$ cat config.mk
export PLATFORM = sky130hd
export DESIGN_NAME = booth_seq_mult
export DESIGN_NICKNAME = d
export VERILOG_FILES = /design/src/rtl/booth_pkg.sv /design/src/rtl/booth_recode.sv /design/src/rtl/booth_step.sv /design/src/rtl/booth_ctrl.sv /design/src/rtl/booth_seq_mult.sv
export SDC_FILE = /design/constraint.sdc
export NUM_CORES = 1
export LEC_CHECK = 0
export BUFFER_PORTS_ARGS = -buffer_cell sky130_fd_sc_hd__buf_2
export CAP_MARGIN = 20
export CORE_MARGIN = 2
export CORE_UTILIZATION = 62
export DETAILED_ROUTE_END_ITERATION = 8
export PLACE_DENSITY = 0.89
export SYNTH_ARGS = -nofsm -noshare
export SYNTH_HDL_FRONTEND = slang
export SYNTH_SLANG_ARGS = --single-unit
export TNS_END_PERCENT = 5
$ cat constraint.sdc
create_clock -name clk -period 20.8 [get_ports clk]
set_input_delay 4.16 -clock clk [delete_from_list [all_inputs] [get_ports clk]]
set_output_delay 4.16 -clock clk [all_outputs]
set_load 0.02 [all_outputs]
$ cat src/rtl/booth_pkg.sv
// Package shared by the Booth multiplier modules.
// Holds the step operation chosen from a Booth bit pair.
package booth_pkg;

    // Operation applied to the working register in one step
    typedef enum logic [1:0] {
        BOOTH_HOLD = 2'd0,
        BOOTH_ADD  = 2'd1,
        BOOTH_SUB  = 2'd2
    } booth_op_e;

endpackage : booth_pkg

$ cat src/rtl/booth_recode.sv
// Booth pair decoder.
// Input: the two lowest bits of the working register, {current multiplier bit, bit below}.
// Assumes the bit below the multiplier LSB starts as a zero guard bit.
module booth_recode
    import booth_pkg::*;
(
    input  logic [1:0] pair,
    output booth_op_e  op
);

    // Map the bit pair to hold, add or subtract
    always_comb begin
        case (pair)
            2'b01:   op = BOOTH_ADD;
            2'b10:   op = BOOTH_SUB;
            default: op = BOOTH_HOLD;
        endcase
    end

endmodule : booth_recode

$ cat src/rtl/booth_step.sv
// One Booth iteration: conditional add through a ripple carry chain,
// then an arithmetic shift right by one.
// Assumes add_word and sub_word already hold the aligned multiplicand and its negation.
// The carry out of the top bit is dropped.
module booth_step
    import booth_pkg::*;
#(
    parameter int W = 66
) (
    input  logic [W-1:0] acc,
    input  logic [W-1:0] add_word,
    input  logic [W-1:0] sub_word,
    input  booth_op_e    op,
    output logic [W-1:0] nxt
);

    logic [W-1:0] addend;
    logic [W-1:0] sum;
    logic [W-1:0] carry;

    // Select the addend word for this step
    always_comb begin
        case (op)
            BOOTH_ADD: addend = add_word;
            BOOTH_SUB: addend = sub_word;
            default:   addend = '0;
        endcase
    end

    assign carry[0] = 1'b0;

    // Ripple carry chain, one full adder per bit
    for (genvar gi = 0; gi < W; gi++) begin : g_fa
        assign sum[gi] = acc[gi] ^ addend[gi] ^ carry[gi];
        if (gi < W - 1) begin : g_cy
            assign carry[gi+1] = (acc[gi] & addend[gi]) |
                                 (acc[gi] & carry[gi])  |
                                 (addend[gi] & carry[gi]);
        end
    end

    // Arithmetic shift right, copying the sign bit
    assign nxt = {sum[W-1], sum[W-1:1]};

endmodule : booth_step

$ cat src/rtl/booth_ctrl.sv
// Sequencer for the Booth multiplier.
// Accepts start only when idle, counts STEPS iterations, and pulses done
// in the cycle after the last step.
// Assumes STEPS >= 1.
module booth_ctrl #(
    parameter int STEPS = 32
) (
    input  logic clk,
    input  logic rst_n,
    input  logic start,
    output logic load,
    output logic last_step,
    output logic busy,
    output logic done
);

    localparam int CNT_W = (STEPS > 1) ? $clog2(STEPS) : 1;
    localparam logic [CNT_W-1:0] LAST_CNT = CNT_W'(STEPS - 1);

    logic [CNT_W-1:0] cnt;

    assign load      = start && !busy;
    assign last_step = busy && (cnt == LAST_CNT);

    // Track busy, the step count and the done pulse
    always_ff @(posedge clk) begin
        if (!rst_n) begin
            busy <= 1'b0;
            done <= 1'b0;
            cnt  <= '0;
        end else begin
            done <= last_step;
            if (load) begin
                busy <= 1'b1;
                cnt  <= '0;
            end else if (busy) begin
                if (last_step) begin
                    busy <= 1'b0;
                end
                cnt <= cnt + 1'b1;
            end
        end
    end

endmodule : booth_ctrl

$ cat src/rtl/booth_seq_mult.sv
// Sequential radix-2 Booth multiplier, top level.
// Register layout, LSB first: guard bit, MPLR_W multiplier bits, and an
// MCAND_W+1 bit upper field. The extra upper bit lets the most negative
// multiplicand be negated without loss.
// The product is the register's bits above the guard, excluding the extra top bit.
module booth_seq_mult
    import booth_pkg::*;
#(
    parameter int MCAND_W = 32,
    parameter int MPLR_W  = 32
) (
    input  logic                       clk,
    input  logic                       rst_n,
    input  logic                       start,
    input  logic [MCAND_W-1:0]         mcand,
    input  logic [MPLR_W-1:0]          mplr,
    output logic [MCAND_W+MPLR_W-1:0]  product,
    output logic                       busy,
    output logic                       done
);

    localparam int EXT_W  = MCAND_W + 1;
    localparam int LOW_W  = MPLR_W + 1;
    localparam int ACC_W  = EXT_W + LOW_W;
    localparam int PROD_W = MCAND_W + MPLR_W;

    logic [ACC_W-1:0] acc;
    logic [ACC_W-1:0] acc_nxt;
    logic [ACC_W-1:0] add_word;
    logic [ACC_W-1:0] sub_word;
    logic [EXT_W-1:0] mcand_ext;
    logic [EXT_W-1:0] mcand_neg;
    logic             load;
    logic             last_step;
    booth_op_e        op;

    // Sign-extend the multiplicand and form its negation
    always_comb begin
        mcand_ext = {mcand[MCAND_W-1], mcand};
        mcand_neg = ~mcand_ext + 1'b1;
    end

    booth_ctrl #(
        .STEPS(MPLR_W)
    ) u_ctrl (
        .clk      (clk),
        .rst_n    (rst_n),
        .start    (start),
        .load     (load),
        .last_step(last_step),
        .busy     (busy),
        .done     (done)
    );

    booth_recode u_recode (
        .pair(acc[1:0]),
        .op  (op)
    );

    booth_step #(
        .W(ACC_W)
    ) u_step (
        .acc     (acc),
        .add_word(add_word),
        .sub_word(sub_word),
        .op      (op),
        .nxt     (acc_nxt)
    );

    // Load operands on an accepted start, otherwise step while busy
    always_ff @(posedge clk) begin
        if (!rst_n) begin
            acc      <= '0;
            add_word <= '0;
            sub_word <= '0;
        end else if (load) begin
            acc      <= {{EXT_W{1'b0}}, mplr, 1'b0};
            add_word <= {mcand_ext, {LOW_W{1'b0}}};
            sub_word <= {mcand_neg, {LOW_W{1'b0}}};
        end else if (busy) begin
            acc <= acc_nxt;
        end
    end

    // Capture the finished product on the last step and hold it
    always_ff @(posedge clk) begin
        if (!rst_n) begin
            product <= '0;
        end else if (last_step) begin
            product <= acc_nxt[PROD_W:1];
        end
    end

endmodule : booth_seq_mult

# Word level (Yosys, flattened, before mapping)
# Cells that the tools add are included.
dict set report word_totals {
  register_bits 201
  inputBits 67
  output_inout_bits 66
}
dict set report op_classes {
  n_addsub 2
  eq_ne 5
  n_mux 7
  bitwise_logic 453
  reduce_logical 5
}
# operator count
set ops {}
lappend ops {{bitwise AND 1 bit} 193}
lappend ops {{one-hot mux 66 bit (2 select lines)} 1}
lappend ops {{bitwise XOR 1 bit} 130}
lappend ops {{OR 1 bit} 128}
lappend ops {{2-to-1 mux 33 bit} 2}
lappend ops {{adder 33 x 1 -> 33 bit, second input constant} 1}
lappend ops {{NOT 33 bit} 1}
lappend ops {{adder 5 x 1 -> 5 bit, second input constant} 1}
lappend ops {{== test 5 bit, second input constant} 1}
lappend ops {{== test 2 x 1 -> 1 bit, second input constant} 2}
lappend ops {{== test 2 bit, second input constant} 2}
lappend ops {{one-hot mux 2 bit (2 select lines)} 1}
lappend ops {{2-to-1 mux 1 bit} 3}
lappend ops {{logical AND 1 bit} 2}
lappend ops {{nonzero test 2 bit} 1}
lappend ops {{OR reduction 2 bit} 1}
lappend ops {{zero test 1 bit} 1}
lappend ops {{NOT 1 bit} 1}

# Depth between registers and ports, before layout
# Gate-level depths: netlist (run 1).
dict set report depth {
  ltp_word 198
  mapped_depth 40
  mapped_depth_nobuf 39
}

# By module
# A second synthesis (run 1) with hierarchy kept.
dict set report unflattened {
  hier_cells 1044
  hier_area_um2 10640.2
}
# mod n_inst cells_each area_each_um2
set by_module_without_submodules {}
lappend by_module_without_submodules {booth_seq_mult 1 786 8050.2}
lappend by_module_without_submodules {booth_step 1 224 2253.4}
lappend by_module_without_submodules {booth_ctrl 1 32 321.6}
lappend by_module_without_submodules {booth_recode 1 2 15.0}

# Worst setup path before layout (run 1)
# Ideal clock, no wire load.
dict set report synth_timing {
  path_type {register to register}
  start {register acc[0]}
  end {register, netlist name acc[64]}
  setup_time_ns 0.072
  arrival_ns 13.742
  setup_slack_ns 6.987
  path_stages_with_launch 40
  path_buffers 2
  period_less_slack_ns 13.813
  cell_sequence {dfxtp_1 -> inv_1 -> ha_1 -> clkbuf_1 -> clkbuf_1 -> nor2_1 -> fa_1 -> fa_1 -> fa_1 -> fa_1 -> fa_1 -> fa_1 -> fa_1 -> fa_1 -> fa_1 -> fa_1 -> fa_1 -> fa_1 -> (+4 left out) -> fa_1 -> fa_1 -> fa_1 -> fa_1 -> fa_1 -> fa_1 -> fa_1 -> fa_1 -> fa_1 -> fa_1 -> fa_1 -> fa_1 -> fa_1 -> fa_1 -> fa_1 -> or3_1 -> a21oi_1 -> mux2i_1}
}
dict set report synth_via {
  elab_chain_len 194
}
# item line
set synth_rtl {}
lappend synth_rtl {{from (decl)} booth_seq_mult.sv:27} ;# logic [ACC_W-1:0] acc;
lappend synth_rtl {{from (signal assigned)} booth_seq_mult.sv:77} ;# acc <= {{EXT_W{1'b0}}, mplr, 1'b0};
lappend synth_rtl {{from (signal assigned)} booth_seq_mult.sv:81} ;# acc <= acc_nxt;
lappend synth_rtl {{bitwise AND 1 bit} booth_step.sv:36} ;# assign carry[gi+1] = (acc[gi] & addend[gi]) |
lappend synth_rtl {{bitwise AND 1 bit} booth_step.sv:37} ;# (acc[gi] & carry[gi]) |
lappend synth_rtl {{OR 1 bit} booth_step.sv:36}
lappend synth_rtl {{OR 1 bit} booth_step.sv:37}
lappend synth_rtl {{bitwise AND 1 bit} booth_step.sv:37}
lappend synth_rtl {{OR 1 bit} booth_step.sv:36}
lappend synth_rtl {{OR 1 bit} booth_step.sv:37}
lappend synth_rtl {{bitwise AND 1 bit} booth_step.sv:37}
lappend synth_rtl {{(+178 left out)} -}
lappend synth_rtl {{OR 1 bit} booth_step.sv:37}
lappend synth_rtl {{bitwise AND 1 bit} booth_step.sv:37}
lappend synth_rtl {{OR 1 bit} booth_step.sv:36}
lappend synth_rtl {{OR 1 bit} booth_step.sv:37}
lappend synth_rtl {{bitwise AND 1 bit} booth_step.sv:37}
lappend synth_rtl {{OR 1 bit} booth_step.sv:36}
lappend synth_rtl {{OR 1 bit} booth_step.sv:37}
lappend synth_rtl {{bitwise XOR 1 bit (*)} booth_step.sv:34} ;# assign sum[gi] = acc[gi] ^ addend[gi] ^ carry[gi];
# Every way passes the cells marked *; elsewhere a longest branch is shown, timed or not.
# A chain may end at the register's enable or synchronous reset.

# Final worst setup path (run 1)
dict set report layout_timing {
  start {register acc[0]}
  end {register, netlist name acc[64]}
}
dict set report layout_via {
  elab_chain_len 194
}
# item line
set layout_rtl {}
lappend layout_rtl {{bitwise AND 1 bit} booth_step.sv:36}
lappend layout_rtl {{bitwise AND 1 bit} booth_step.sv:37}
lappend layout_rtl {{OR 1 bit} booth_step.sv:36}
lappend layout_rtl {{OR 1 bit} booth_step.sv:37}
lappend layout_rtl {{bitwise AND 1 bit} booth_step.sv:37}
lappend layout_rtl {{OR 1 bit} booth_step.sv:36}
lappend layout_rtl {{OR 1 bit} booth_step.sv:37}
lappend layout_rtl {{bitwise AND 1 bit} booth_step.sv:37}
lappend layout_rtl {{(+178 left out)} -}
lappend layout_rtl {{OR 1 bit} booth_step.sv:37}
lappend layout_rtl {{bitwise AND 1 bit} booth_step.sv:37}
lappend layout_rtl {{OR 1 bit} booth_step.sv:36}
lappend layout_rtl {{OR 1 bit} booth_step.sv:37}
lappend layout_rtl {{bitwise AND 1 bit} booth_step.sv:37}
lappend layout_rtl {{OR 1 bit} booth_step.sv:36}
lappend layout_rtl {{OR 1 bit} booth_step.sv:37}
lappend layout_rtl {{bitwise XOR 1 bit (*)} booth_step.sv:34}
# Marks and branches as above.

==> results of run 1 <==
==> worst reg2reg max path, delay by kind of cell (launching register included) <==
kind,cells,cell delay (ps)
compound gates,1,180
fa+ha+maj,33,13160
mux,1,210
flops,1,360
simple gates,2,500
buf+inv,1,70
==> layout make-up <==
cell class	instances	share of cell area [%]
Clock buffer	17	4.05
Clock inverter	15	2.16
Inverter	7	0.250
Multi-Input combinational cell	657	46.1
Sequential cell	200	38.2
Tap cell	184	2.19
Timing Repair Buffer	143	7.11
==> per-layer routing <==
layer / track usage, % / part of all wire, % / vias to the layer above
met1: 39.1 / 46 / 3592
li1: - / - / 3570
met2: 42.8 / 46 / 265
met4: 7.52 / 1.4 / 0
met3: 4.79 / 6.6 / 24
met5: 0 / 0 / -
==> synthesized netlist by cell type (4+ instances only) <==
master / number
sky130_fd_sc_hd__buf_1: 15
sky130_fd_sc_hd__or4_1: 15
sky130_fd_sc_hd__o311ai_0: 6
sky130_fd_sc_hd__xnor2_1: 6
sky130_fd_sc_hd__nor2_1: 78
sky130_fd_sc_hd__dfxtp_1: 200
sky130_fd_sc_hd__o211a_1: 32
sky130_fd_sc_hd__nor3b_1: 13
sky130_fd_sc_hd__or3_1: 6
sky130_fd_sc_hd__o21ai_0: 19
sky130_fd_sc_hd__nor2b_1: 4
sky130_fd_sc_hd__mux2i_1: 66
sky130_fd_sc_hd__buf_2: 7
sky130_fd_sc_hd__a22oi_1: 32
sky130_fd_sc_hd__clkbuf_1: 57
sky130_fd_sc_hd__nor4_1: 6
sky130_fd_sc_hd__ha_1: 6
sky130_fd_sc_hd__fa_1: 31
sky130_fd_sc_hd__nor3_1: 4
sky130_fd_sc_hd__a21boi_0: 38
sky130_fd_sc_hd__a32oi_1: 4
sky130_fd_sc_hd__inv_1: 7
sky130_fd_sc_hd__nand2_1: 122
sky130_fd_sc_hd__nand3_1: 46
sky130_fd_sc_hd__and3_1: 5
sky130_fd_sc_hd__o31ai_1: 5
sky130_fd_sc_hd__a22o_1: 64
sky130_fd_sc_hd__nand4_1: 13
==> state kept, by name, summed over array words and instances, names as in the netlist <==
| name | cells |
|---|---|
| acc | 65 |
| add_word | 31 |
| product | 64 |
| sub_word | 33 |
| u_ctrl.busy | 1 |
| u_ctrl.cnt | 5 |
| u_ctrl.done | 1 |
==> cell families (layout without fill, tap and decap cells) <==
kind of cell | Yosys count | after routing
AOI/OAI and AO/OA | 214 | 214
xor gates and xnor gates | 9 | 9
adders and majority gates | 37 | 37
buffers and inverters | 87 | 182
DFF | 200 | 200
muxes | 66 | 66
and+or+nand+nor | 331 | 331
==> power by group through the flow <==
stage,registers (W),clock network [W],logic (W)
detailed placement,0.000414,0,0.0000718
floorplan,0.000412,0,0.0000511
global route,0.000407,0.000380,0.0000814
CTS,0.000405,0.000365,0.0000728
global placement,0.000413,0,0.0000700
finish,0.000405,0.000363,0.0000734
==> worst max-delay path by stage <==
stage | from | endpoint | slack, ps | cells past startpoint
floorplan | acc[0]$_SDFFE_PP0P_ | acc[64]$_SDFFE_PP0P_ | 6990 | 39
detailed placement | acc[0]$_SDFFE_PP0P_ | acc[64]$_SDFFE_PP0P_ | 6450 | 38
global placement | acc[0]$_SDFFE_PP0P_ | acc[64]$_SDFFE_PP0P_ | 6670 | 38
finish | acc[0]$_SDFFE_PP0P_ | acc[64]$_SDFFE_PP0P_ | 6250 | 38
global route | acc[0]$_SDFFE_PP0P_ | acc[64]$_SDFFE_PP0P_ | 5780 | 38
CTS | acc[0]$_SDFFE_PP0P_ | acc[64]$_SDFFE_PP0P_ | 6260 | 38
==> stage by stage <==
| stage | setup slack (ps) | hold slack [ps] |
|---|---|---|
| floorplan | 6990 | 439 |
| global placement | 6670 | 450 |
| detailed placement | 6450 | 457 |
| CTS | 6260 | 467 |
| global route | 5780 | 483 |
| finish | 6250 | 465 |
==> impl_metrics.prom, run 1 <==
# TYPE chip_impl_metric gauge
chip_impl_metric{name="critPathRequiredTime",unit="ps"} 21170
chip_impl_metric{name="layout.nets",unit=""} 1130
chip_impl_metric{name="synth_xor_area_share",unit="%"} 1.03
chip_impl_metric{name="ys_async_sr_fraction",unit="%"} 0
chip_impl_metric{name="maximum_number_of_pins_on_one_net_before_global_route_repair",unit=""} 83
chip_impl_info{name="ys_top_cells_by_area",value="sky130_fd_sc_hd__dfxtp_1, sky130_fd_sc_hd__mux2i_1, sky130_fd_sc_hd__fa_1"} 1
chip_impl_metric{name="ant_nets",unit=""} 0
chip_impl_metric{name="crit_path_max_incr_delay",unit="ps"} 570
chip_impl_metric{name="arrival_time_of_the_worst_setup_path",unit="ps"} 14920
chip_impl_info{name="critical_path.slowest_cell",value="sky130_fd_sc_hd__ha_1"} 1
chip_impl_metric{name="multiInputGateArea",unit="µm²"} 4830
chip_impl_metric{name="route.detailed.vias_per_inst",unit=""} 6.09
chip_impl_metric{name="cts_hold_buf",unit=""} 0
chip_impl_metric{name="setup_tns",unit="ps"} 0
chip_impl_metric{name="postSynthNetCount",unit=""} 1048
chip_impl_metric{name="ys_seq_elements",unit=""} 200
chip_impl_info{name="hold_path.startpoint",value="sub_word[40]$_SDFFE_PN0P_"} 1
chip_impl_metric{name="p_sw_share",unit="%"} 25.1
chip_impl_metric{name="cts_buffers",unit=""} 17
chip_impl_metric{name="power.share.clock",unit="%"} 43.2
chip_impl_metric{name="power.sequential.fraction",unit="%"} 48.1
chip_impl_metric{name="power_leakage",unit="nW"} 4.69
chip_impl_metric{name="synth_sequential_area_ratio",unit="%"} 43.7
chip_impl_metric{name="fmax",unit="GHz"} 0.0687
chip_impl_info{name="grt_setup_unrepaired",value="no"} 1
chip_impl_metric{name="fin_worst_skew",unit="ps"} 10.4
chip_impl_metric{name="flow.area_growth_from_synthesis",unit="%"} 14.7
chip_impl_metric{name="share_comb_of_total_power",unit="%"} 8.7
chip_impl_metric{name="synth_largest_type_area_fraction",unit="%"} 43.7
chip_impl_metric{name="power",unit="W"} 0.000842
chip_impl_info{name="status",value="finished, final reports clean"} 1
chip_impl_metric{name="via_count_of_the_first_global_routing_pass",unit=""} 6930
chip_impl_info{name="combinational_family_with_the_most_area_after_synthesis",value="compound AO/OA/AOI/OAI gates"} 1
chip_impl_metric{name="power_density",unit="nW/µm²"} 80.3
chip_impl_info{name="setup.worst_path.start_class",value="flip-flop"} 1
chip_impl_metric{name="place.gp.congestion",unit=""} 0.823
chip_impl_metric{name="synth_mux_area_share",unit="%"} 7.22
chip_impl_metric{name="cts-resized-gates",unit=""} 0
chip_impl_metric{name="p_int",unit="W"} 0.000631
chip_impl_metric{name="report.final.slew_viol_count",unit=""} 0
chip_impl_info{name="critical_path.most_common_cell",value="sky130_fd_sc_hd__fa_1"} 1
chip_impl_metric{name="route.detailed.drc",unit=""} 0
chip_impl_metric{name="final_cells",unit=""} 1223
chip_impl_metric{name="cts.htree.levels",unit=""} 4
chip_impl_metric{name="hold_viol",unit=""} 0
chip_impl_metric{name="relSlewSlack",unit="%"} 30.1
chip_impl_info{name="min_path_type",value="reg -> reg"} 1
chip_impl_metric{name="floorplan.die_area",unit="µm²"} 15800
chip_impl_metric{name="post_synth_and_or_nand_nor_area_fraction",unit="%"} 17.7
chip_impl_info{name="worst_r2r_startpoint",value="acc[0]$_SDFFE_PP0P_"} 1
chip_impl_metric{name="floorplan.io_pins",unit=""} 133
chip_impl_metric{name="ys_warn_count",unit=""} 0
chip_impl_metric{name="synth_compound_gate_area_share",unit="%"} 19.0
chip_impl_metric{name="first_iter_violations",unit=""} 589
chip_impl_metric{name="timing.hold.worst_path_depth",unit=""} 2
chip_impl_metric{name="antenna_cells_inserted",unit=""} 0
chip_impl_metric{name="hpwl",unit="µm"} 13700
chip_impl_metric{name="max-vdd-ir-drop",unit="µV"} 62.9
chip_impl_metric{name="worst_skew_pair.late_latency",unit="ps"} 450
chip_impl_metric{name="post_syn_area_per_cell",unit="µm²"} 9.70
chip_impl_metric{name="start_util",unit="%"} 63.2
chip_impl_info{name="cts_tree",value="done"} 1
chip_impl_metric{name="postPlaceCellArea",unit="µm²"} 9840
chip_impl_metric{name="detailedRoute.firstPassIterationCount",unit=""} 5
chip_impl_info{name="setup.worst_path.end_class",value="flip-flop"} 1
chip_impl_info{name="final_cell_mix",value="sky130_fd_sc_hd__dfxtp_1, sky130_fd_sc_hd__buf_2, sky130_fd_sc_hd__nand2_1, sky130_fd_sc_hd__nor2_1, sky130_fd_sc_hd__mux2i_1"} 1
chip_impl_info{name="setup.worst_path.class",value="reg -> reg"} 1
chip_impl_metric{name="grt.total_usage",unit="%"} 27.3
chip_impl_metric{name="syn-instance-count",unit=""} 944
chip_impl_metric{name="grt_remaining_overflow",unit=""} 0
chip_impl_metric{name="detail_route.wl_per_cell",unit="µm"} 17.3
chip_impl_info{name="synthDominantAreaCellType",value="sky130_fd_sc_hd__dfxtp_1"} 1
chip_impl_metric{name="numPlacedInstances",unit=""} 1191
chip_impl_metric{name="placement_rows",unit=""} 44
chip_impl_metric{name="cts-root-to-sink-buffers",unit=""} 2
chip_impl_metric{name="synthesis.area",unit="µm²"} 9150
chip_impl_metric{name="die_height",unit="µm"} 126
chip_impl_metric{name="max_cap_viol_count",unit=""} 0
chip_impl_metric{name="post-route-period-util",unit="%"} 69.9
chip_impl_metric{name="least_margin_pin_slew",unit="ps"} 1050
chip_impl_metric{name="critPathMaxFanout",unit=""} 15
chip_impl_metric{name="clock_sink_total",unit=""} 200
chip_impl_metric{name="worst-path-buf-inv",unit=""} 1
chip_impl_metric{name="wire_length_of_the_first_global_routing_pass",unit="µm"} 35400
chip_impl_metric{name="drive_above_1_share",unit="%"} 18.4
chip_impl_metric{name="floorplan.core_area",unit="µm²"} 14500
chip_impl_metric{name="antenna_found_initial",unit=""} 0
chip_impl_metric{name="vias",unit=""} 7451
chip_impl_metric{name="length_in_cells_of_the_worst_reg_to_reg_path",unit=""} 38
chip_impl_metric{name="synth_cell_types",unit=""} 50
chip_impl_metric{name="timing.final.setup_violations",unit=""} 0
chip_impl_metric{name="post-cts-setup-buffers",unit=""} 0
chip_impl_metric{name="number_of_enable_type_register_cells_in_the_synthesized_netlist",unit=""} 0
chip_impl_info{name="min_to",value="sub_word[40]$_SDFFE_PN0P_"} 1
chip_impl_metric{name="die_w",unit="µm"} 126
chip_impl_metric{name="numPortBuffers",unit=""} 132
chip_impl_info{name="clock-root-buffer",value="sky130_fd_sc_hd__clkbuf_16"} 1
chip_impl_metric{name="post-route-util",unit="%"} 72.5
chip_impl_metric{name="finalWirelength",unit="µm"} 21200
chip_impl_metric{name="num-fill-cells",unit=""} 1039
chip_impl_metric{name="period_needed",unit="ps"} 14550
chip_impl_info{name="timing.critical_path.max_delay_family",value="adder cells"} 1
chip_impl_metric{name="yosys.area_share.adder",unit="%"} 7.60
chip_impl_metric{name="total_switching_power",unit="W"} 0.000211
chip_impl_info{name="mostFrequentLayoutCell",value="sky130_fd_sc_hd__dfxtp_1"} 1
chip_impl_metric{name="seqCellArea",unit="µm²"} 4010
chip_impl_metric{name="worst-r2r-setup-slack",unit="ps"} 6250
chip_impl_metric{name="design_area",unit="µm²"} 10500
chip_impl_info{name="timing.rr.end",value="acc[64]$_SDFFE_PP0P_"} 1
chip_impl_info{name="ys.flop_type",value="sky130_fd_sc_hd__dfxtp_1"} 1
chip_impl_metric{name="cts.clk_slew.worst_paths",unit="ps"} 70
Power figures use the tool's default switching activity.
==> run 2: changes to the inputs <==
--- a/config.mk
+++ b/config.mk
@@ -5,12 +5,13 @@
 export SDC_FILE = /design/constraint.sdc
 export NUM_CORES = 1
 export LEC_CHECK = 0
+export ABC_AREA = 1
 export BUFFER_PORTS_ARGS = -buffer_cell sky130_fd_sc_hd__buf_2
 export CAP_MARGIN = 20
 export CORE_MARGIN = 2
-export CORE_UTILIZATION = 62
+export CORE_UTILIZATION = 52
 export DETAILED_ROUTE_END_ITERATION = 8
-export PLACE_DENSITY = 0.89
+export PLACE_DENSITY = 0.8
 export SYNTH_ARGS = -nofsm -noshare
 export SYNTH_HDL_FRONTEND = slang
 export SYNTH_SLANG_ARGS = --single-unit
==> constraint.sdc (replaced) <==
create_clock -name clk -period 12.05 [get_ports clk]
set_input_delay 2.41 -clock clk [delete_from_list [all_inputs] [get_ports clk]]
set_output_delay 2.41 -clock clk [all_outputs]
set_load 0.02 [all_outputs]
==> run 2 against run 1 <==
  * The run now ends with negative setup slack left
  * Synthesized cell count up 27%
  * Power rose by 62%
  * Register-to-register slack got worse by 6700 ps
  * Largest power group unchanged
  * Sequential cell count unchanged
  * Largest cell class unchanged
  * Count of clock-buffer cells in the layout rose by 4
  * Highest routed layer unchanged
  * Via count up 7.5%
  * Clock power up 54%
==> impl_metrics.prom, run 2 <==
# TYPE chip_impl_metric gauge
chip_impl_info{name="status",value="complete, but fails checks"} 1
chip_impl_info{name="violations",value="negative setup slack"} 1
chip_impl_metric{name="synth_largest_type_area_fraction",unit="%"} 44.8
chip_impl_metric{name="fin_worst_skew",unit="ps"} 8.04
chip_impl_metric{name="route.detailed.drc",unit=""} 0
chip_impl_metric{name="die_height",unit="µm"} 135
chip_impl_metric{name="antenna_found_initial",unit=""} 0
chip_impl_metric{name="numPlacedInstances",unit=""} 1499
chip_impl_metric{name="cts.htree.levels",unit=""} 4
chip_impl_metric{name="hpwl",unit="µm"} 15300
chip_impl_metric{name="max_reg_flops",unit=""} 65
chip_impl_metric{name="timing.hold.ws",unit="ps"} 442
chip_impl_info{name="top_flop_regs",value="acc x65, product x64, sub_word x33"} 1
chip_impl_metric{name="grt.total_usage",unit="%"} 24.6
chip_impl_metric{name="num-fill-cells",unit=""} 1527
chip_impl_metric{name="cts-root-to-sink-buffers",unit=""} 2
chip_impl_metric{name="layout.nets",unit=""} 1403
chip_impl_metric{name="detailedRoute.firstPassIterationCount",unit=""} 6
chip_impl_metric{name="power_density",unit="nW/µm²"} 131
chip_impl_metric{name="final_cells",unit=""} 1532
chip_impl_metric{name="synthesis.area",unit="µm²"} 8940
chip_impl_metric{name="fmax",unit="GHz"} 0.0803
chip_impl_metric{name="hold_viol",unit=""} 0
chip_impl_metric{name="ys_async_sr_fraction",unit="%"} 0
chip_impl_metric{name="vias",unit=""} 8013
chip_impl_info{name="synthMostInstantiatedCell",value="sky130_fd_sc_hd__nand2_1"} 1
chip_impl_metric{name="cts_buffers",unit=""} 17
chip_impl_metric{name="cts.clk_slew.worst_paths",unit="ps"} 70
chip_impl_metric{name="max-vdd-ir-drop",unit="µV"} 114
chip_impl_metric{name="numPortBuffers",unit=""} 132
chip_impl_metric{name="power",unit="W"} 0.00136
chip_impl_metric{name="clock_sink_total",unit=""} 200
chip_impl_metric{name="power_leakage",unit="nW"} 4.81
chip_impl_info{name="max_flop_register",value="acc"} 1
chip_impl_metric{name="floorplan.io_pins",unit=""} 133
chip_impl_metric{name="flow.area_growth_from_synthesis",unit="%"} 16.1
chip_impl_info{name="min_path_type",value="reg -> reg"} 1
chip_impl_info{name="clock-root-buffer",value="sky130_fd_sc_hd__clkbuf_16"} 1
chip_impl_metric{name="drive_above_1_share",unit="%"} 17.5
chip_impl_metric{name="critPathRequiredTime",unit="ps"} 12430
chip_impl_metric{name="detail_route.wl_per_cell",unit="µm"} 14.3
chip_impl_metric{name="report.final.slew_viol_count",unit=""} 0
chip_impl_metric{name="floorplan.core_area",unit="µm²"} 16700
chip_impl_info{name="synthDominantAreaCellType",value="sky130_fd_sc_hd__dfxtp_1"} 1
chip_impl_metric{name="synth_cell_types",unit=""} 32
chip_impl_metric{name="design_area",unit="µm²"} 10400
chip_impl_metric{name="ant_nets",unit=""} 0
chip_impl_metric{name="route.detailed.vias_per_inst",unit=""} 5.23
chip_impl_info{name="mostFrequentLayoutCell",value="sky130_fd_sc_hd__nand2_1"} 1
chip_impl_info{name="setup.worst_path.class",value="reg -> reg"} 1
chip_impl_info{name="cts_tree",value="done"} 1
chip_impl_info{name="grt_setup_unrepaired",value="yes"} 1
chip_impl_metric{name="worst_skew_pair.late_latency",unit="ps"} 440
chip_impl_metric{name="max_cap_viol_count",unit=""} 0
chip_impl_metric{name="crit_path_max_incr_delay",unit="ps"} 370
chip_impl_metric{name="timing.final.setup_violations",unit=""} 4
chip_impl_metric{name="relSlewSlack",unit="%"} 30.3
chip_impl_metric{name="ys_warn_count",unit=""} 0
chip_impl_metric{name="placement_rows",unit=""} 47
chip_impl_metric{name="seqCellArea",unit="µm²"} 4010
chip_impl_metric{name="maximum_number_of_pins_on_one_net_before_global_route_repair",unit=""} 75
chip_impl_metric{name="period_needed",unit="ps"} 12450
chip_impl_metric{name="ys_seq_elements",unit=""} 200
chip_impl_metric{name="postPlaceCellArea",unit="µm²"} 9770
chip_impl_metric{name="cts_hold_buf",unit=""} 0
chip_impl_metric{name="multiInputGateArea",unit="µm²"} 4450
chip_impl_metric{name="synth_sequential_area_ratio",unit="%"} 44.8
chip_impl_metric{name="floorplan.die_area",unit="µm²"} 18300
chip_impl_metric{name="critPathMaxFanout",unit=""} 2
chip_impl_metric{name="layout_setup_ws",unit="ps"} -400
chip_impl_metric{name="syn-instance-count",unit=""} 1198
chip_impl_metric{name="number_of_enable_type_register_cells_in_the_synthesized_netlist",unit=""} 0
chip_impl_metric{name="finalWirelength",unit="µm"} 21900
chip_impl_info{name="setup.worst_path.end_class",value="flip-flop"} 1
chip_impl_info{name="ys.flop_type",value="sky130_fd_sc_hd__dfxtp_1"} 1
chip_impl_metric{name="via_count_of_the_first_global_routing_pass",unit=""} 7272
chip_impl_metric{name="start_util",unit="%"} 53.6
chip_impl_metric{name="die_w",unit="µm"} 135
chip_impl_metric{name="wire_length_of_the_first_global_routing_pass",unit="µm"} 35700
chip_impl_metric{name="post-cts-setup-buffers",unit=""} 0
chip_impl_metric{name="setup_tns",unit="ps"} -1170
chip_impl_metric{name="postSynthNetCount",unit=""} 1302
chip_impl_info{name="setup.worst_path.start_class",value="flip-flop"} 1
chip_impl_info{name="final_cell_mix",value="sky130_fd_sc_hd__nand2_1, sky130_fd_sc_hd__dfxtp_1, sky130_fd_sc_hd__buf_2, sky130_fd_sc_hd__inv_1, sky130_fd_sc_hd__a21oi_1"} 1
chip_impl_metric{name="least_margin_pin_slew",unit="ps"} 1040
chip_impl_metric{name="antenna_cells_inserted",unit=""} 0
chip_impl_metric{name="first_iter_violations",unit=""} 626
chip_impl_metric{name="place.gp.congestion",unit=""} 0.973
chip_impl_metric{name="post-route-period-util",unit="%"} 103
chip_impl_metric{name="grt_remaining_overflow",unit=""} 0
chip_impl_info{name="critical_path.slowest_cell",value="sky130_fd_sc_hd__fa_2"} 1
chip_impl_info{name="critical_path.most_common_cell",value="sky130_fd_sc_hd__fa_2"} 1
chip_impl_metric{name="post_syn_area_per_cell",unit="µm²"} 7.47
chip_impl_info{name="synth.cells.most_frequent",value="sky130_fd_sc_hd__nand2_1, sky130_fd_sc_hd__dfxtp_1, sky130_fd_sc_hd__a21oi_1"} 1
chip_impl_info{name="ys_top_cells_by_area",value="sky130_fd_sc_hd__dfxtp_1, sky130_fd_sc_hd__nand2_1, sky130_fd_sc_hd__fa_1"} 1
chip_impl_metric{name="arrival_time_of_the_worst_setup_path",unit="ps"} 12830
[run 2: cell types whose count changed after synthesis, moves of 11 or more]
cell | previous run | this run
sky130_fd_sc_hd__a21boi_0 | 38 | 0
sky130_fd_sc_hd__a21oi_1 | 3 | 81
sky130_fd_sc_hd__a22o_1 | 64 | 33
sky130_fd_sc_hd__buf_2 | 7 | 23
sky130_fd_sc_hd__clkbuf_1 | 57 | 28
sky130_fd_sc_hd__inv_1 | 7 | 79
sky130_fd_sc_hd__mux2i_1 | 66 | 0
sky130_fd_sc_hd__nand2_1 | 122 | 495
sky130_fd_sc_hd__nand3_1 | 46 | 23
sky130_fd_sc_hd__nand4_1 | 13 | 2
sky130_fd_sc_hd__nor3b_1 | 13 | 0
sky130_fd_sc_hd__o211a_1 | 32 | 0
sky130_fd_sc_hd__o21ai_1 | 0 | 14
sky130_fd_sc_hd__or4_1 | 15 | 0
[run 2: through the flow]
step	setup WS, ps	utilization (%)
6_report	-400	62.2
5_1_grt	-680	62.2
3_3_place_gp	-305	58.5
3_5_place_dp	-353	58.5
4_1_cts	-404	62.0
2_1_floorplan	-113	-
[run 2: cell families (layout without fill, tap and decap cells)]
kind of cell               Yosys count  after routing  share of synthesized area [%]
adders and majority gates           37             37                           7.78
and+or+nand+nor                    618            618                           27.0
xor gates and xnor gates             7              7                          0.686
DFF                                200            200                           44.8
buffers and inverters              146            260                           6.65
AOI/OAI and AO/OA                  190            190                           13.1
[run 2: final timing paths]
path                                                from                       end  slack [ps]  cells after the start
worst min register to register  product[20]$_SDFFE_PN0P_  product[20]$_SDFFE_PN0P_         440                      2
worst max register to register       acc[0]$_SDFFE_PP0P_      acc[64]$_SDFFE_PP0P_        -400                     40
worst min-delay path            product[20]$_SDFFE_PN0P_  product[20]$_SDFFE_PN0P_         440                      2
worst max-delay path                 acc[0]$_SDFFE_PP0P_      acc[64]$_SDFFE_PP0P_        -400                     40
[run 2: layout make-up]
| type | instances | share of cell area, % |
|---|---|---|
| multi-input cells | 852 | 42.9 |
| flip-flops and latches | 200 | 38.6 |
| repair buffers | 144 | 7.30 |
| clock buffers | 21 | 4.34 |
| inverters | 84 | 3.06 |
| well taps | 220 | 2.65 |
| clock inverters | 11 | 1.20 |
[run 2: report_power, final]
group	total [W]	internal [W]	switching, W
Sequential	0.000694	0.000681	0.0000129
Clock	0.000560	0.000311	0.000249
Combinational	0.000107	0.0000333	0.0000740
[run 2: worst max-delay path: cells and delay by family (launching register included)]
kind	cells	cell delay (ps)
adders and majority gates	33	11320
buffers and inverters	2	120
DFF	1	330
AOI/OAI and AO/OA	1	50
xor gates and xnor gates	1	140
and+or+nand+nor	3	420
[run 2: what timing repair did]
item | CTS | global route
setup endpoints to repair | 4 | 6
resized for setup | 5 | 4
pin swaps | 1 | 1
[run 2: per-layer routing]
metal	track usage [%]	up-vias	share of wire [%]
li1	-	3992	-
met1	35.6	3663	46
met2	38.1	322	44
met3	4.08	36	8.0
met4	6.94	0	1.7
met5	0	-	0
==> run 3: changes to the inputs <==
--- a/config.mk
+++ b/config.mk
@@ -8,11 +8,13 @@
 export ABC_AREA = 1
 export BUFFER_PORTS_ARGS = -buffer_cell sky130_fd_sc_hd__buf_2
 export CAP_MARGIN = 20
+export CORE_ASPECT_RATIO = 1.4
 export CORE_MARGIN = 2
-export CORE_UTILIZATION = 52
+export CORE_UTILIZATION = 30
 export DETAILED_ROUTE_END_ITERATION = 8
-export PLACE_DENSITY = 0.8
+export PLACE_DENSITY = 0.52
 export SYNTH_ARGS = -nofsm -noshare
 export SYNTH_HDL_FRONTEND = slang
+export SYNTH_HIERARCHICAL = 1
 export SYNTH_SLANG_ARGS = --single-unit
 export TNS_END_PERCENT = 5
==> run 3 against run 2 <==
  * The run still ends with negative setup slack left
  * Global-route usage decreased by 6.8 points
  * Critical path depth increased by 4
  * Final area increased by 21%
  * Sequential cell count increased by 1
  * Final cell count increased by 32%
  * Power increased by 21%
  * Highest routed layer unchanged
==> impl_metrics.prom, run 3 <==
# TYPE chip_impl_metric gauge
chip_impl_info{name="status",value="complete, but fails checks"} 1
chip_impl_metric{name="fin_worst_skew",unit="ps"} 28.7
chip_impl_metric{name="drive_above_1_share",unit="%"} 17.9
chip_impl_metric{name="ys_warn_count",unit=""} 6
chip_impl_metric{name="ant_nets",unit=""} 0
chip_impl_metric{name="synth_cell_types",unit=""} 38
chip_impl_info{name="critical_path.most_common_cell",value="sky130_fd_sc_hd__fa_2"} 1
chip_impl_metric{name="timing.hold.worst_path_depth",unit=""} 2
chip_impl_metric{name="layout.nets",unit=""} 1688
chip_impl_metric{name="post_synth_and_or_nand_nor_area_fraction",unit="%"} 25.9
chip_impl_metric{name="via_count_of_the_first_global_routing_pass",unit=""} 9293
chip_impl_info{name="ys.flop_type",value="sky130_fd_sc_hd__dfxtp_1"} 1
chip_impl_metric{name="antenna_found_initial",unit=""} 0
chip_impl_metric{name="seqCellArea",unit="µm²"} 4030
chip_impl_info{name="setup.worst_path.start_class",value="flip-flop"} 1
chip_impl_metric{name="numPortBuffers",unit=""} 132
chip_impl_info{name="min_path_type",value="reg -> reg"} 1
chip_impl_metric{name="synthesis.area",unit="µm²"} 10500
chip_impl_metric{name="timing.final.setup_violations",unit=""} 7
chip_impl_metric{name="wire_length_of_the_first_global_routing_pass",unit="µm"} 51100
chip_impl_metric{name="max_reg_flops",unit=""} 66
chip_impl_info{name="synthMostInstantiatedCell",value="sky130_fd_sc_hd__nand2_1"} 1
chip_impl_metric{name="synth_compound_gate_area_share",unit="%"} 16.0
chip_impl_metric{name="num-fill-cells",unit=""} 3695
chip_impl_metric{name="worst_skew_pair.late_latency",unit="ps"} 560
chip_impl_info{name="clock-root-buffer",value="sky130_fd_sc_hd__clkbuf_16"} 1
chip_impl_metric{name="floorplan.die_area",unit="µm²"} 36400
chip_impl_metric{name="flow.area_growth_from_synthesis",unit="%"} 20.2
chip_impl_info{name="top_flop_regs",value="acc x66, product x64, sub_word x33"} 1
chip_impl_metric{name="yosys.area_share.adder",unit="%"} 12.8
chip_impl_metric{name="detail_route.wl_per_cell",unit="µm"} 16.0
chip_impl_metric{name="cts.clk_slew.worst_paths",unit="ps"} 60
chip_impl_info{name="mostFrequentLayoutCell",value="sky130_fd_sc_hd__nand2_1"} 1
chip_impl_metric{name="detailedRoute.firstPassIterationCount",unit=""} 5
chip_impl_metric{name="post_syn_area_per_cell",unit="µm²"} 7.50
chip_impl_metric{name="crit_path_max_incr_delay",unit="ps"} 370
chip_impl_info{name="violations",value="negative setup slack"} 1
chip_impl_metric{name="cts_buffers",unit=""} 25
chip_impl_metric{name="die_height",unit="µm"} 225
chip_impl_metric{name="floorplan.core_area",unit="µm²"} 34200
chip_impl_metric{name="hold_viol",unit=""} 0
chip_impl_metric{name="relSlewSlack",unit="%"} 37.9
chip_impl_info{name="max_flop_register",value="acc"} 1
chip_impl_info{name="final_cell_mix",value="sky130_fd_sc_hd__nand2_1, sky130_fd_sc_hd__dfxtp_1, sky130_fd_sc_hd__nor2_1, sky130_fd_sc_hd__a21oi_1, sky130_fd_sc_hd__buf_2"} 1
chip_impl_metric{name="hpwl",unit="µm"} 22200
chip_impl_metric{name="post-place-ws",unit="ps"} -683
chip_impl_metric{name="route.detailed.drc",unit=""} 0
chip_impl_metric{name="post-route-period-util",unit="%"} 105
chip_impl_info{name="synthDominantAreaCellType",value="sky130_fd_sc_hd__dfxtp_1"} 1
chip_impl_metric{name="clock_sink_total",unit=""} 201
chip_impl_metric{name="max-vdd-ir-drop",unit="µV"} 96.9
chip_impl_metric{name="first_iter_violations",unit=""} 644
chip_impl_metric{name="number_of_enable_type_register_cells_in_the_synthesized_netlist",unit=""} 0
chip_impl_metric{name="power",unit="W"} 0.00164
chip_impl_metric{name="grt_remaining_overflow",unit=""} 0
chip_impl_info{name="critical_path.slowest_cell",value="sky130_fd_sc_hd__fa_2"} 1
chip_impl_metric{name="power_density",unit="nW/µm²"} 131
chip_impl_metric{name="synth_xor_area_share",unit="%"} 0.419
chip_impl_metric{name="period_needed",unit="ps"} 12710
chip_impl_metric{name="antenna_cells_inserted",unit=""} 0
chip_impl_metric{name="arrival_time_of_the_worst_setup_path",unit="ps"} 13200
chip_impl_metric{name="report.final.slew_viol_count",unit=""} 0
chip_impl_metric{name="finalWirelength",unit="µm"} 32300
chip_impl_metric{name="ys_seq_elements",unit=""} 201
chip_impl_metric{name="start_util",unit="%"} 30.6
chip_impl_metric{name="crit_cells",unit=""} 44
chip_impl_metric{name="place.gp.congestion",unit=""} 0.872
chip_impl_metric{name="synth_sequential_area_ratio",unit="%"} 38.5
chip_impl_metric{name="multiInputGateArea",unit="µm²"} 6130
chip_impl_metric{name="worst-path-buf-inv",unit=""} 3
chip_impl_metric{name="critPathMaxFanout",unit=""} 3
chip_impl_info{name="setup.worst_path.class",value="reg -> reg"} 1
chip_impl_metric{name="layout_setup_ws",unit="ps"} -655
chip_impl_metric{name="grt.total_usage",unit="%"} 17.7
chip_impl_info{name="grt_setup_unrepaired",value="yes"} 1
chip_impl_metric{name="length_in_cells_of_the_worst_reg_to_reg_path",unit=""} 44
chip_impl_info{name="setup.worst_path.end_class",value="flip-flop"} 1
chip_impl_metric{name="ys_async_sr_fraction",unit="%"} 0
chip_impl_metric{name="cts-root-to-sink-buffers",unit=""} 3
chip_impl_info{name="combinational_family_with_the_most_area_after_synthesis",value="simple AND/OR/NAND/NOR gates"} 1
chip_impl_metric{name="max_cap_viol_count",unit=""} 0
chip_impl_metric{name="die_w",unit="µm"} 162
chip_impl_metric{name="syn-instance-count",unit=""} 1395
chip_impl_metric{name="fmax",unit="GHz"} 0.0787
chip_impl_metric{name="maximum_number_of_pins_on_one_net_before_global_route_repair",unit=""} 83
chip_impl_metric{name="synth_largest_type_area_fraction",unit="%"} 38.5
chip_impl_metric{name="least_margin_pin_slew",unit="ps"} 932
chip_impl_info{name="synth.cells.most_frequent",value="sky130_fd_sc_hd__nand2_1, sky130_fd_sc_hd__dfxtp_1, sky130_fd_sc_hd__nor2_1"} 1
chip_impl_metric{name="synth_mux_area_share",unit="%"} 0.0957
chip_impl_metric{name="floorplan.io_pins",unit=""} 133
chip_impl_metric{name="vias",unit=""} 9428
chip_impl_metric{name="cts.htree.levels",unit=""} 1
chip_impl_info{name="cts_tree",value="done"} 1
chip_impl_info{name="timing.critical_path.max_delay_family",value="adder cells"} 1
chip_impl_metric{name="power_leakage",unit="nW"} 5.44
chip_impl_metric{name="placement_rows",unit=""} 80
chip_impl_metric{name="critPathRequiredTime",unit="ps"} 12540
chip_impl_metric{name="route.detailed.vias_per_inst",unit=""} 4.67
chip_impl_info{name="ys_top_cells_by_area",value="sky130_fd_sc_hd__dfxtp_1, sky130_fd_sc_hd__nand2_1, sky130_fd_sc_hd__fa_1"} 1
-- run 3: changes by cell type after synthesis, sizes merged, moves of 5 or more --
cell	previous run	this run
a21oi	81	167
a22o	33	0
a22oi	32	0
buf	34	62
fa	31	64
inv	84	50
nand2	496	403
nor2	84	218
nor3	9	14
o21ai	36	112
o221ai	0	19
-- run 3: kinds of logic after synthesis --
logic type                 Yosys count
muxes                                1
other                                1
and+or+nand+nor                    669
buffers and inverters              140
adders and majority gates           69
AOI/OAI and AO/OA                  309
DFF                                201
xor gates and xnor gates             5
-- run 3: layer usage --
layer	share of wire (%)	up-vias	wire length [µm]	track usage [%]
met3	4.6	55	1480	2.50
met2	51	212	16600	32.7
met1	40	4411	12900	20.4
met4	4.0	0	1290	7.34
met5	0	-	0	0
li1	-	4750	-	-
-- run 3: metrics by stage --
step	util (%)	std cells	setup TNS (ps)	instance area (µm²)	hold slack [ps]
finish	36.7	2019	-3040	12600	453
floorplan	-	1460	-2460	10800	419
global placement	34.2	1975	-2380	11700	435
detailed placement	34.2	1975	-3320	11700	444
global route	36.7	2019	-5130	12600	470
CTS	36.6	2018	-3150	12500	458
-- run 3: timing repair --
item	4_1_cts	5_1_grt
gates cloned	0	0
gates resized for setup	5	2
setup endpoints to repair	7	9
setup buffers	0	0
hold buffers	0	0
pin swaps	6	0
-- run 3: final cells by class --
type | count | share of cell area [%]
timing repair buffer | 155 | 6.81
clock buffer | 31 | 5.32
sequential | 201 | 32.0
clock inverter | 12 | 1.11
multi-input combinational | 1119 | 48.7
tap | 451 | 4.49
inverter | 50 | 1.49
-- run 3: report_power, final --
part	switching [W]	internal (W)	total [W]
Combinational	0.000123	0.0000579	0.000181
Clock	0.000313	0.000439	0.000753
Sequential	0.0000181	0.000692	0.000710
Total	0.000454	0.00119	0.00164
-- run 3: tightest hold or removal path, stage by stage (launching register included) --
cell and delay (ps):
sky130_fd_sc_hd__dfxtp_1 320, sky130_fd_sc_hd__nand2_1 60, sky130_fd_sc_hd__nand2_1 40
-- run 3: worst paths after layout --
kind	start	to	slack, ps
max reg2reg	acc[0]$_SDFFE_PP0P_	acc[64]$_SDFFE_PP0P_	-660
max	acc[0]$_SDFFE_PP0P_	acc[64]$_SDFFE_PP0P_	-660
min	add_word[44]$_SDFFE_PN0P_	add_word[44]$_SDFFE_PN0P_	450
min reg2reg	add_word[44]$_SDFFE_PN0P_	add_word[44]$_SDFFE_PN0P_	450
